<file path="src/rtl/qmul_pkg.sv">
package qmul_pkg;

   // signedness field of the operation select
   typedef enum logic [1:0] {
      SGN_UU  = 2'b00,
      SGN_SS  = 2'b01,
      SGN_SU  = 2'b10,
      SGN_RSV = 2'b11
   } sgn_mode_e;

   typedef struct packed {
      logic frac;
      logic a_signed;
      logic b_signed;
   } mode_t;

   function automatic mode_t decode_op(input logic [2:0] op);
      mode_t m;
      m.frac = op[2];
      unique case (sgn_mode_e'(op[1:0]))
         SGN_SS:  begin m.a_signed = 1'b1; m.b_signed = 1'b1; end
         SGN_SU:  begin m.a_signed = 1'b1; m.b_signed = 1'b0; end
         default: begin m.a_signed = 1'b0; m.b_signed = 1'b0; end
      endcase
      return m;
   endfunction

endpackage

</file>
<file path="src/rtl/qmul_ctrl.sv">
module qmul_ctrl (
   input  logic clk_i,
   input  logic rst_ni,
   input  logic start_i,
   output logic accept_o,
   output logic fin_o,
   output logic done_o
);

   logic busy_q;
   logic done_q;

   assign accept_o = start_i & ~busy_q;
   assign fin_o    = busy_q;
   assign done_o   = done_q;

   always_ff @(posedge clk_i or negedge rst_ni) begin
      if (!rst_ni) begin
         busy_q <= 1'b0;
         done_q <= 1'b0;
      end else begin
         busy_q <= accept_o;
         done_q <= busy_q;
      end
   end


   accept_to_done_chk: assert property (@(posedge clk_i) disable iff (!rst_ni)
      accept_o |-> ##2 done_q);


   done_pulse_chk: assert property (@(posedge clk_i) disable iff (!rst_ni)
      done_q |=> !done_q);


   no_reaccept_chk: assert property (@(posedge clk_i) disable iff (!rst_ni)
      busy_q |=> !busy_q);

endmodule

</file>
<file path="src/rtl/qmul_opnd.sv">
module qmul_opnd #(
   parameter int W = 8,
   localparam int P = 2 * W
) (
   input  logic [W-1:0] val_i,
   input  logic         sgn_i,
   output logic [P-1:0] ext_o
);

   assign ext_o[W-1:0] = val_i;

   for (genvar i = W; i < P; i++) begin : g_ext
      assign ext_o[i] = sgn_i & val_i[W-1];
   end

endmodule

</file>
<file path="src/rtl/qmul_core.sv">
module qmul_core #(
   parameter int W          = 8,
   parameter int PIPE_SPLIT = 1,
   localparam int P = 2 * W
) (
   input  logic         clk_i,
   input  logic         rst_ni,
   input  logic         load_i,
   input  logic         fin_i,
   input  logic         frac_i,
   input  logic [P-1:0] a_ext_i,
   input  logic [P-1:0] b_ext_i,
   output logic [P-1:0] res_o,
   output logic         carry_o,
   output logic         zero_o
);

   logic         frac_s1;
   logic [P-1:0] raw_w;
   logic [P-1:0] shaped_w;
   logic [P-1:0] res_q;
   logic         carry_q;
   logic         zero_q;

   always_ff @(posedge clk_i or negedge rst_ni) begin
      if (!rst_ni) begin
         frac_s1 <= 1'b0;
      end else if (load_i) begin
         frac_s1 <= frac_i;
      end
   end

   if (PIPE_SPLIT == 1) begin : g_mul_early
      // multiply in the first cycle, shape in the second
      logic [P-1:0] raw_s1;
      always_ff @(posedge clk_i or negedge rst_ni) begin
         if (!rst_ni) begin
            raw_s1 <= '0;
         end else if (load_i) begin
            raw_s1 <= a_ext_i * b_ext_i;
         end
      end
      assign raw_w = raw_s1;
   end else begin : g_mul_late
      // hold operands in the first cycle, multiply and shape in the second
      logic [P-1:0] a_s1;
      logic [P-1:0] b_s1;
      always_ff @(posedge clk_i or negedge rst_ni) begin
         if (!rst_ni) begin
            a_s1 <= '0;
            b_s1 <= '0;
         end else if (load_i) begin
            a_s1 <= a_ext_i;
            b_s1 <= b_ext_i;
         end
      end
      assign raw_w = a_s1 * b_s1;
   end

   assign shaped_w = frac_s1 ? {raw_w[P-2:0], 1'b0} : raw_w;

   always_ff @(posedge clk_i or negedge rst_ni) begin
      if (!rst_ni) begin
         res_q   <= '0;
         carry_q <= 1'b0;
         zero_q  <= 1'b0;
      end else if (fin_i) begin
         res_q   <= shaped_w;
         carry_q <= raw_w[P-1];
         zero_q  <= (shaped_w == '0);
      end
   end

   assign res_o   = res_q;
   assign carry_o = carry_q;
   assign zero_o  = zero_q;


   frac_lsb_clear_chk: assert property (@(posedge clk_i) disable iff (!rst_ni)
      (fin_i && frac_s1) |=> (res_q[0] == 1'b0));


   int_carry_top_chk: assert property (@(posedge clk_i) disable iff (!rst_ni)
      (fin_i && !frac_s1) |=> (carry_q == res_q[P-1]));

endmodule

</file>
<file path="src/rtl/qmul_unit.sv">
module qmul_unit #(
   parameter int W          = 8,
   parameter int PIPE_SPLIT = 1,
   localparam int P = 2 * W
) (
   input  logic         clk_i,
   input  logic         rst_ni,
   input  logic         start_i,
   input  logic [2:0]   op_i,
   input  logic [W-1:0] opa_i,
   input  logic [W-1:0] opb_i,
   output logic [W-1:0] prod_hi_o,
   output logic [W-1:0] prod_lo_o,
   output logic         zero_o,
   output logic         carry_o,
   output logic         done_o
);

   import qmul_pkg::*;

   if (W < 2) begin : g_bad_width
      $error("qmul_unit: W must be at least 2");
   end
   if (PIPE_SPLIT != 0 && PIPE_SPLIT != 1) begin : g_bad_split
      $error("qmul_unit: PIPE_SPLIT must be 0 or 1");
   end

   mode_t        mode_w;
   logic         accept_w;
   logic         fin_w;
   logic [P-1:0] a_ext_w;
   logic [P-1:0] b_ext_w;
   logic [P-1:0] res_w;

   assign mode_w = decode_op(op_i);

   qmul_ctrl u_ctrl (
      .clk_i    (clk_i),
      .rst_ni   (rst_ni),
      .start_i  (start_i),
      .accept_o (accept_w),
      .fin_o    (fin_w),
      .done_o   (done_o)
   );

   qmul_opnd #(.W(W)) u_ext_a (
      .val_i (opa_i),
      .sgn_i (mode_w.a_signed),
      .ext_o (a_ext_w)
   );

   qmul_opnd #(.W(W)) u_ext_b (
      .val_i (opb_i),
      .sgn_i (mode_w.b_signed),
      .ext_o (b_ext_w)
   );

   qmul_core #(.W(W), .PIPE_SPLIT(PIPE_SPLIT)) u_core (
      .clk_i   (clk_i),
      .rst_ni  (rst_ni),
      .load_i  (accept_w),
      .fin_i   (fin_w),
      .frac_i  (mode_w.frac),
      .a_ext_i (a_ext_w),
      .b_ext_i (b_ext_w),
      .res_o   (res_w),
      .carry_o (carry_o),
      .zero_o  (zero_o)
   );

   assign prod_hi_o = res_w[P-1:W];
   assign prod_lo_o = res_w[W-1:0];


   hold_between_done_chk: assert property (@(posedge clk_i) disable iff (!rst_ni)
      !done_o |-> $stable({prod_hi_o, prod_lo_o, zero_o, carry_o}));


   zero_matches_bytes_chk: assert property (@(posedge clk_i) disable iff (!rst_ni)
      done_o |-> (zero_o == ({prod_hi_o, prod_lo_o} == '0)));

endmodule

</file>
<file path="config.mk">
export PLATFORM = sky130hd
export DESIGN_NAME = qmul_unit
export DESIGN_NICKNAME = d
export VERILOG_FILES = /design/src/rtl/qmul_pkg.sv /design/src/rtl/qmul_ctrl.sv /design/src/rtl/qmul_opnd.sv /design/src/rtl/qmul_core.sv /design/src/rtl/qmul_unit.sv
export SDC_FILE = /design/constraint.sdc
export NUM_CORES = 1
export LEC_CHECK = 0
export ABC_AREA = 0
export CAP_MARGIN = 20
export CORE_AREA = 2 2 88 90
export DETAILED_ROUTE_END_ITERATION = 7
export DIE_AREA = 0 0 90 92
export HOLD_SLACK_MARGIN = 0.08
export PLACE_DENSITY = 0.86
export SLEW_MARGIN = 20
export SYNTH_ARGS = -nofsm -noshare
export SYNTH_HDL_FRONTEND = slang
export SYNTH_SLANG_ARGS = --single-unit
</file>
<file path="constraint.sdc">
create_clock -name clk_i -period 1.5 [get_ports clk_i]
set_input_delay 0.3 -clock clk_i [delete_from_list [all_inputs] [get_ports clk_i]]
set_output_delay 0.3 -clock clk_i [all_outputs]
set_load 0.005 [all_outputs]
</file>
==> results.py, run 1 <==
metrics = {
    "run_status": {
        "outcome": "complete, but fails checks",
        "violated_checks": "setup timing",
    },
    "finish": {
        "filler_cell_count": 383,
        "multi_input_comb_area_mm2": 0.003451,
        "seqCellArea_um2": 925.9,
        "final-instance-count-excl-fill": 671,
        "nNetsFinal": 689,
        "syn2layout_area_growth_pct": 42.76,
        "antenna-diode-count": 0,
        "final_layout_size_suffix_gt1_frac": 0.3427,
    },
    "sta": {
        "worst_pin_slew_ns": 0.2952,
        "worst_slack_ns": -3.198,
        "timing_max_transition_violations_final": 0,
        "period_share": 3.132,
        "finalClockSkew_ns": 0.006813,
        "fmaxAchievable_mhz": 212.9,
        "final-setup-viol-count": 14,
        "rsz0062_at_grt": "yes",
        "setup-tns-final_ns": -31.04,
        "hold_viol_final": 0,
        "min_period_ns": 4.698,
        "max-slew-margin-rel": 0.8014,
    },
    "synthesis": {
        "xor_xnor_cell_area_share_of_the_yosys_netlist": 0.03298,
        "postSynthRegisterBits": 37,
        "yosys-mux-area-fraction": 0.03799,
        "syn-cell-area_mm2": 0.004249,
        "synth-simple-area-share": 0.1493,
        "ys_seq_area_frac": 0.2179,
        "avgSynthCellArea_um2": 9.257,
        "asyncSetResetFlopFracSynth": 1.000,
        "synth_edf_count": 0,
        "synth_compound_area_frac": 0.07273,
        "synthAdderAreaFrac": 0.3969,
        "yosysWarnings": 0,
        "post_synth_num_cell_types": 38,
        "synthesis.nets": 578,
        "synth_flop_cell": "sky130_fd_sc_hd__dfrtp_1",
        "synthesis.instances": 459,
        "synth_top_family_by_area": "adder cells",
    },
    "cts": {
        "cts_inserted_buffers": 5,
        "cts-htree-levels": 2,
        "cts.root.buffer_cell": "sky130_fd_sc_hd__clkbuf_8",
        "cts_clock_pin_slew_for_the_worst_setup_and_hold_paths_ns": 0.07,
        "clk-insertion-delay-late_ns": 0.28,
        "tritoncts_clock_tree": "built",
        "ctsLongestPathBuffers": 2,
        "clkSinkCount": 37,
    },
    "placed_design": {
        "hpwlAfterDp_um": 7279,
        "buffer_ports.inserted": 40,
        "finalWeightedCongestion": 0.8820,
        "post-place-cells": 631,
    },
    "worst_setup_path": {
        "worstPathArrival_ns": 4.86,
        "reg2reg_slack_ns": 0.28,
        "worstPathRequired_ns": 1.66,
        "timing.critical_path.to": "u_core.g_mul_early.raw_s1[14]",
        "worstSetupEndpointType": "flop",
        "critical_path_peak_fanout": 5,
        "critical_path.reg2reg.startpoint": "u_core.frac_s1",
        "path_type_of_the_worst_setup_path": "in -> reg",
        "rr_endpoint": "u_core.res_o[12]",
        "setup.worst_path.start": "op_i[1]",
        "start_kind": "input port",
        "rr_worst_depth": 3,
    },
    "grt": {
        "overflow": 0,
        "pin_count_of_the_biggest_net_entering_global_routing": 38,
        "grt_util_all_layers": 0.2893,
        "grt_antenna_before_repair": 0,
        "global_route_wire_length_before_repair_um": 18980,
        "grt_pass1_vias": 4123,
    },
    "pwr": {
        "share_clk_of_total_power": 0.062,
        "leakage_nw": 2.910,
        "power.switching_mw": 4.461,
        "power.share.combinational": 0.774,
        "power_switching_share": 0.4393,
        "power.ir.vdd_worst_mv": 1.341,
        "share_seq_of_total_power": 0.164,
        "post-layout-total-power_mw": 10.15,
        "pwr_density_cell_mw_per_mm2": 1674,
        "power_report.internal_total_mw": 5.693,
    },
    "detailed_routing": {
        "avgViaCountPerCell": 5.417,
        "initialDrtViolationCount": 190,
        "remaining_drc_errors": 0,
        "drt-total-wl_um": 11930,
        "route.antenna.remaining_nets": 0,
        "first_pass_iters": 4,
        "vias": 3635,
        "wl_per_cell_um": 17.78,
    },
    "floorplanning": {
        "io_pins": 41,
        "die_w_um": 90,
        "core_mm2": 0.007447,
        "fp.dieArea_mm2": 0.008280,
        "std_cell_rows": 32,
        "floorplan.initialDensity": 0.5706,
        "die_height_um": 92,
    },
    "hold_path": {
        "hp-class": "in -> async",
    },
    "flow_run": {
        "max_cap_viol_count": 0,
    },
}
[worst min-delay path by stage]
stage                        start         endpoint  slack (ns)  cells after the start
finish                      rst_ni  u_core.res_o[3]        0.39                      2
global route                rst_ni  u_core.res_o[3]        0.42                      2
CTS                         rst_ni  u_core.res_o[3]        0.39                      2
detailed placement  u_core.carry_o   u_core.carry_o        0.50                      1
global placement    u_core.carry_o   u_core.carry_o        0.49                      1
floorplan                   rst_ni   u_core.carry_o       0.004                      0
[power groups by stage]
| stage | Sequential [mW] | Clock, mW | Combinational, mW |
|---|---|---|---|
| 2_1_floorplan | 1.58 | 0 | 3.98 |
| 3_3_place_gp | 1.64 | 0 | 5.63 |
| 3_5_place_dp | 1.65 | 0 | 5.89 |
| 4_1_cts | 1.64 | 0.638 | 6.44 |
| 5_1_grt | 1.70 | 0.681 | 8.58 |
| 6_report | 1.66 | 0.633 | 7.86 |
[final cells by class]
class / count / share of cell area
clock buffer: 5 / 0.01134
clock inverter: 1 / 0.0008251
inverter: 81 / 0.05095
multi-input combinational: 320 / 0.5689
sequential: 37 / 0.1526
tap: 102 / 0.02104
timing repair buffer: 125 / 0.1943
[sequential cells by signal, summed over array words and instances, names as in the netlist]
signal	flops
u_ctrl.fin_o	1
u_core.res_o	16
u_core.g_mul_early.raw_s1	16
u_core.frac_s1	1
u_ctrl.done_o	1
u_core.carry_o	1
u_core.zero_o	1
[metrics by stage]
stage,cell area (um^2),setup WS [ns],utilization,hold WS (ns)
after global routing,6066,-3.306,0.8145,0.4202
after global placement,5258,-3.754,0.7060,0.4932
after floorplan,4528,-3.142,-,0.004409
after detailed placement,5258,-3.834,0.7060,0.5026
after CTS,5832,-3.063,0.7831,0.3947
final,6066,-3.198,0.8145,0.3873
[critical path, stage by stage]
cell                       delay (ns)
sky130_fd_sc_hd__buf_8           0.08
sky130_fd_sc_hd__inv_6           0.02
sky130_fd_sc_hd__ha_4            0.25
sky130_fd_sc_hd__and2b_2         0.26
sky130_fd_sc_hd__nand2_4         0.09
sky130_fd_sc_hd__buf_4           0.12
sky130_fd_sc_hd__inv_1           0.05
sky130_fd_sc_hd__fa_2            0.53
sky130_fd_sc_hd__buf_4           0.17
sky130_fd_sc_hd__fa_1            0.55
sky130_fd_sc_hd__fa_1            0.44
sky130_fd_sc_hd__fa_1            0.51
sky130_fd_sc_hd__ha_4            0.31
sky130_fd_sc_hd__ha_4            0.19
sky130_fd_sc_hd__a21o_1          0.20
sky130_fd_sc_hd__a21o_1          0.23
sky130_fd_sc_hd__a221oi_4        0.27
sky130_fd_sc_hd__xor2_1          0.18
sky130_fd_sc_hd__o21ai_1         0.10
[per-layer routing]
metal  up-vias  wire length (um)  global-route usage
met4         0               384             0.08846
met5         -                 0                   0
met1      1827              4413              0.3284
met3        41               501             0.03533
li1       1634                 -                   -
met2       133              6631              0.5652
[what timing repair did]
item | in CTS | in global routing
gates cloned | 0 | 0
setup endpoints to repair | 15 | 14
hold buffers | 0 | 0
buffers inserted | 30 | 8
gates resized for setup | 134 | 40
pin swaps | 56 | 60
[synth_stat cells, types with 7 or more instances]
cell	n	area (um^2)
sky130_fd_sc_hd__xnor2_1	12	105.1
sky130_fd_sc_hd__o21ai_1	11	55.05
sky130_fd_sc_hd__clkbuf_1	14	52.55
sky130_fd_sc_hd__fa_1	63	1261
sky130_fd_sc_hd__dfrtp_1	37	925.9
sky130_fd_sc_hd__buf_2	7	35.03
sky130_fd_sc_hd__ha_1	34	425.4
sky130_fd_sc_hd__mux2i_1	15	150.1
sky130_fd_sc_hd__nor2_1	18	67.56
sky130_fd_sc_hd__and2_1	25	156.4
sky130_fd_sc_hd__nand2_1	81	304.0
sky130_fd_sc_hd__inv_1	79	296.5
sky130_fd_sc_hd__a21oi_1	19	95.09
[cell usage in the layout (no fill, tap or decap), types with 5 or more instances in the layout]
cell	count
sky130_fd_sc_hd__and2_1	21
sky130_fd_sc_hd__clkbuf_8	5
sky130_fd_sc_hd__buf_6	33
sky130_fd_sc_hd__fa_1	57
sky130_fd_sc_hd__nand2_4	10
sky130_fd_sc_hd__nand2_1	62
sky130_fd_sc_hd__buf_4	54
sky130_fd_sc_hd__nand2_2	9
sky130_fd_sc_hd__inv_1	61
sky130_fd_sc_hd__ha_1	9
sky130_fd_sc_hd__ha_4	23
sky130_fd_sc_hd__inv_2	19
sky130_fd_sc_hd__clkdlybuf4s50_1	22
sky130_fd_sc_hd__fa_2	6
sky130_fd_sc_hd__a21oi_1	18
sky130_fd_sc_hd__xnor2_1	8
sky130_fd_sc_hd__dfrtp_1	37
sky130_fd_sc_hd__mux2i_1	15
sky130_fd_sc_hd__nor2_1	18
sky130_fd_sc_hd__o21ai_1	10
[kinds of logic after synthesis]
kind of cell,count (synthesis)
adder cells (fa/ha/maj),97
multiplexers,16
AO/OA/AOI/OAI,51
XOR/XNOR,16
buffers and inverters,102
flip-flops,37
AND/OR/NAND/NOR,140
No activity file was read; power rests on OpenSTA's default activity.
==> run 2: changes to the inputs <==
Settings changed: CTS_BUF_LIST set to sky130_fd_sc_hd__clkbuf_8.
Clock period 1.5 ns to 5.47 ns, I/O delays scaled along.
==> results.py, run 2 (same netlist as run 1, synthesis figures left out) <==
metrics = {
    "hold_path": {
        "hp-class": "reg -> reg",
    },
    "worst_setup_path": {
        "start_kind": "input port",
        "critical-path-top-cell-by-count": "sky130_fd_sc_hd__fa_1",
        "crit_slowest_cell": "sky130_fd_sc_hd__fa_2",
        "path_type_of_the_worst_setup_path": "in -> reg",
        "crit_path_max_incr_delay_ns": 0.54,
        "worstPathArrival_ns": 5.63,
        "cp_cell_instances": "buf_6, inv_4, ha_4, and2b_2, nand2_2, buf_6, inv_2, fa_2, fa_1, inv_1, fa_1, inv_1, fa_1, ha_1, ha_2, a21o_1, a21o_1, a221oi_2, xor2_1, o21ai_1",
        "critical_path_peak_fanout": 5,
        "worstSetupEndpointType": "flop",
        "worstPathRequired_ns": 5.62,
    },
    "run_status": {
        "violated_checks": "setup timing",
        "outcome": "complete, but fails checks",
    },
    "detailed_routing": {
        "first_pass_iters": 6,
        "drt-total-wl_um": 9865,
        "remaining_drc_errors": 0,
        "avgViaCountPerCell": 5.305,
        "route.antenna.remaining_nets": 0,
        "vias": 3422,
        "wl_per_cell_um": 15.29,
        "initialDrtViolationCount": 173,
    },
    "placed_design": {
        "finalWeightedCongestion": 0.8547,
        "buffer_ports.inserted": 40,
        "hpwlAfterDp_um": 7488,
        "post-place-cells": 630,
    },
    "finish": {
        "syn2layout_area_growth_pct": 26.83,
        "seqCellArea_um2": 925.9,
        "final_cell_mix": "sky130_fd_sc_hd__nand2_1, sky130_fd_sc_hd__inv_1, sky130_fd_sc_hd__fa_1, sky130_fd_sc_hd__buf_4, sky130_fd_sc_hd__dfrtp_1",
        "filler_cell_count": 516,
        "final-instance-count-excl-fill": 645,
        "antenna-diode-count": 0,
        "final_layout_size_suffix_gt1_frac": 0.1860,
        "leading_cell_type_in_the_layout_fill_and_taps_excluded": "sky130_fd_sc_hd__nand2_1",
        "nNetsFinal": 661,
        "multi_input_comb_area_mm2": 0.003078,
    },
    "sta": {
        "worst_slack_ns": -0.01052,
        "setup-tns-final_ns": -0.01561,
        "worst_pin_slew_ns": 0.8821,
        "max-slew-margin-rel": 0.4120,
        "finalClockSkew_ns": 0.008978,
        "fin_hold_ws_ns": 0.5229,
        "min_period_ns": 5.481,
        "rsz0062_at_grt": "yes",
        "fmaxAchievable_mhz": 182.5,
        "final-setup-viol-count": 2,
        "hold_viol_final": 0,
        "timing_max_transition_violations_final": 0,
        "period_share": 1.002,
    },
    "grt": {
        "grt_pass1_vias": 3596,
        "pin_count_of_the_biggest_net_entering_global_routing": 38,
        "grt_util_all_layers": 0.2356,
        "grt_antenna_before_repair": 0,
        "global_route_wire_length_before_repair_um": 15870,
        "overflow": 0,
    },
    "floorplanning": {
        "fp.dieArea_mm2": 0.008280,
        "die_height_um": 92,
        "die_w_um": 90,
        "core_mm2": 0.007447,
        "io_pins": 41,
        "std_cell_rows": 32,
        "floorplan.initialDensity": 0.5706,
    },
    "cts": {
        "ctsLongestPathBuffers": 2,
        "cts-htree-levels": 2,
        "cts_inserted_buffers": 5,
        "clkSinkCount": 37,
        "tritoncts_clock_tree": "built",
        "cts.root.buffer_cell": "sky130_fd_sc_hd__clkbuf_8",
        "cts_clock_pin_slew_for_the_worst_setup_and_hold_paths_ns": 0.08,
        "clk-insertion-delay-late_ns": 0.29,
    },
    "pwr": {
        "leakage_nw": 2.721,
        "pwr_density_cell_mw_per_mm2": 447.9,
        "power.ir.vdd_worst_mv": 0.3827,
    },
    "flow_run": {
        "max_cap_viol_count": 0,
    },
}
## run 2: changes by cell type in the layout (fill, tap and decap cells not counted), sizes merged
cell           before  now
clkdlybuf4s50      22   25
clkbuf              8    5
clkinv              1    2
dlygate4sd2         1    6
dlymetal6s2s        1    7
clkinvlp            0    1
buf                96   59
clkdlybuf4s15       2    0
## run 2: per-layer routing
metal,vias up,track usage,wire length (um)
li1,1576,-,-
met1,1722,0.2991,3808
met2,106,0.4229,5426
met3,18,0.03533,470
met4,0,0.06410,160
met5,-,0,0
## run 2: final cells by class
cell class	count	share of cell area
well taps	102	0.02368
multi-input cells	320	0.5712
flip-flops and latches	37	0.1718
repair buffers	97	0.1604
clock inverters	3	0.003251
clock buffers	5	0.01277
inverters	81	0.05688
## run 2: final timing paths
check	endpoint	from	cells after the start	slack, ns
max	u_core.g_mul_early.raw_s1[14]	op_i[1]	20	-0.01
min in group asynchronous	u_core.g_mul_early.raw_s1[11]	rst_ni	2	1.21
min reg2reg	u_core.carry_o	u_core.carry_o	1	0.52
min	u_core.carry_o	u_core.carry_o	1	0.52
max in group asynchronous	u_core.res_o[2]	rst_ni	2	3.94
max reg2reg	u_core.g_mul_early.raw_s1[9]	u_ctrl.fin_o	5	3.46
## run 2: worst max-delay path: cells and delay by family
family,cells,cell delay (ns)
AO/OA/AOI/OAI,4,0.78
buffers and inverters,6,0.38
XOR/XNOR,1,0.18
AND/OR/NAND/NOR,2,0.36
adder cells (fa/ha/maj),7,2.81
## run 2: what timing repair did
action	in CTS	in global routing
pin swaps	17	34
buffers inserted	3	4
endpoints found under the setup margin	6	6
resized for setup	20	29
hold buffers	0	0
endpoints found under the hold margin	0	0
## run 2: where the power goes
part,leakage [nW],total (mW),switching (mW),internal [mW]
sequential,0.446,0.452,0.0842,0.368
combinational,2.23,1.77,0.862,0.913
clock,0.0439,0.187,0.0990,0.0878
total,2.72,2.41,1.05,1.37
## run 2: metrics by stage
step / cell area, um^2 / util / setup slack [ns] / power (mW)
final: 5389 / 0.7236 / -0.01052 / 2.414
after global routing: 5389 / 0.7236 / -0.1105 / 2.633
after global placement: 5099 / 0.6846 / -0.5735 / 1.939
after CTS: 5239 / 0.7035 / 0.01308 / 2.254
after floorplan: 4283 / - / -0.03136 / 1.445
after detailed placement: 5099 / 0.6846 / -0.7108 / 2.023
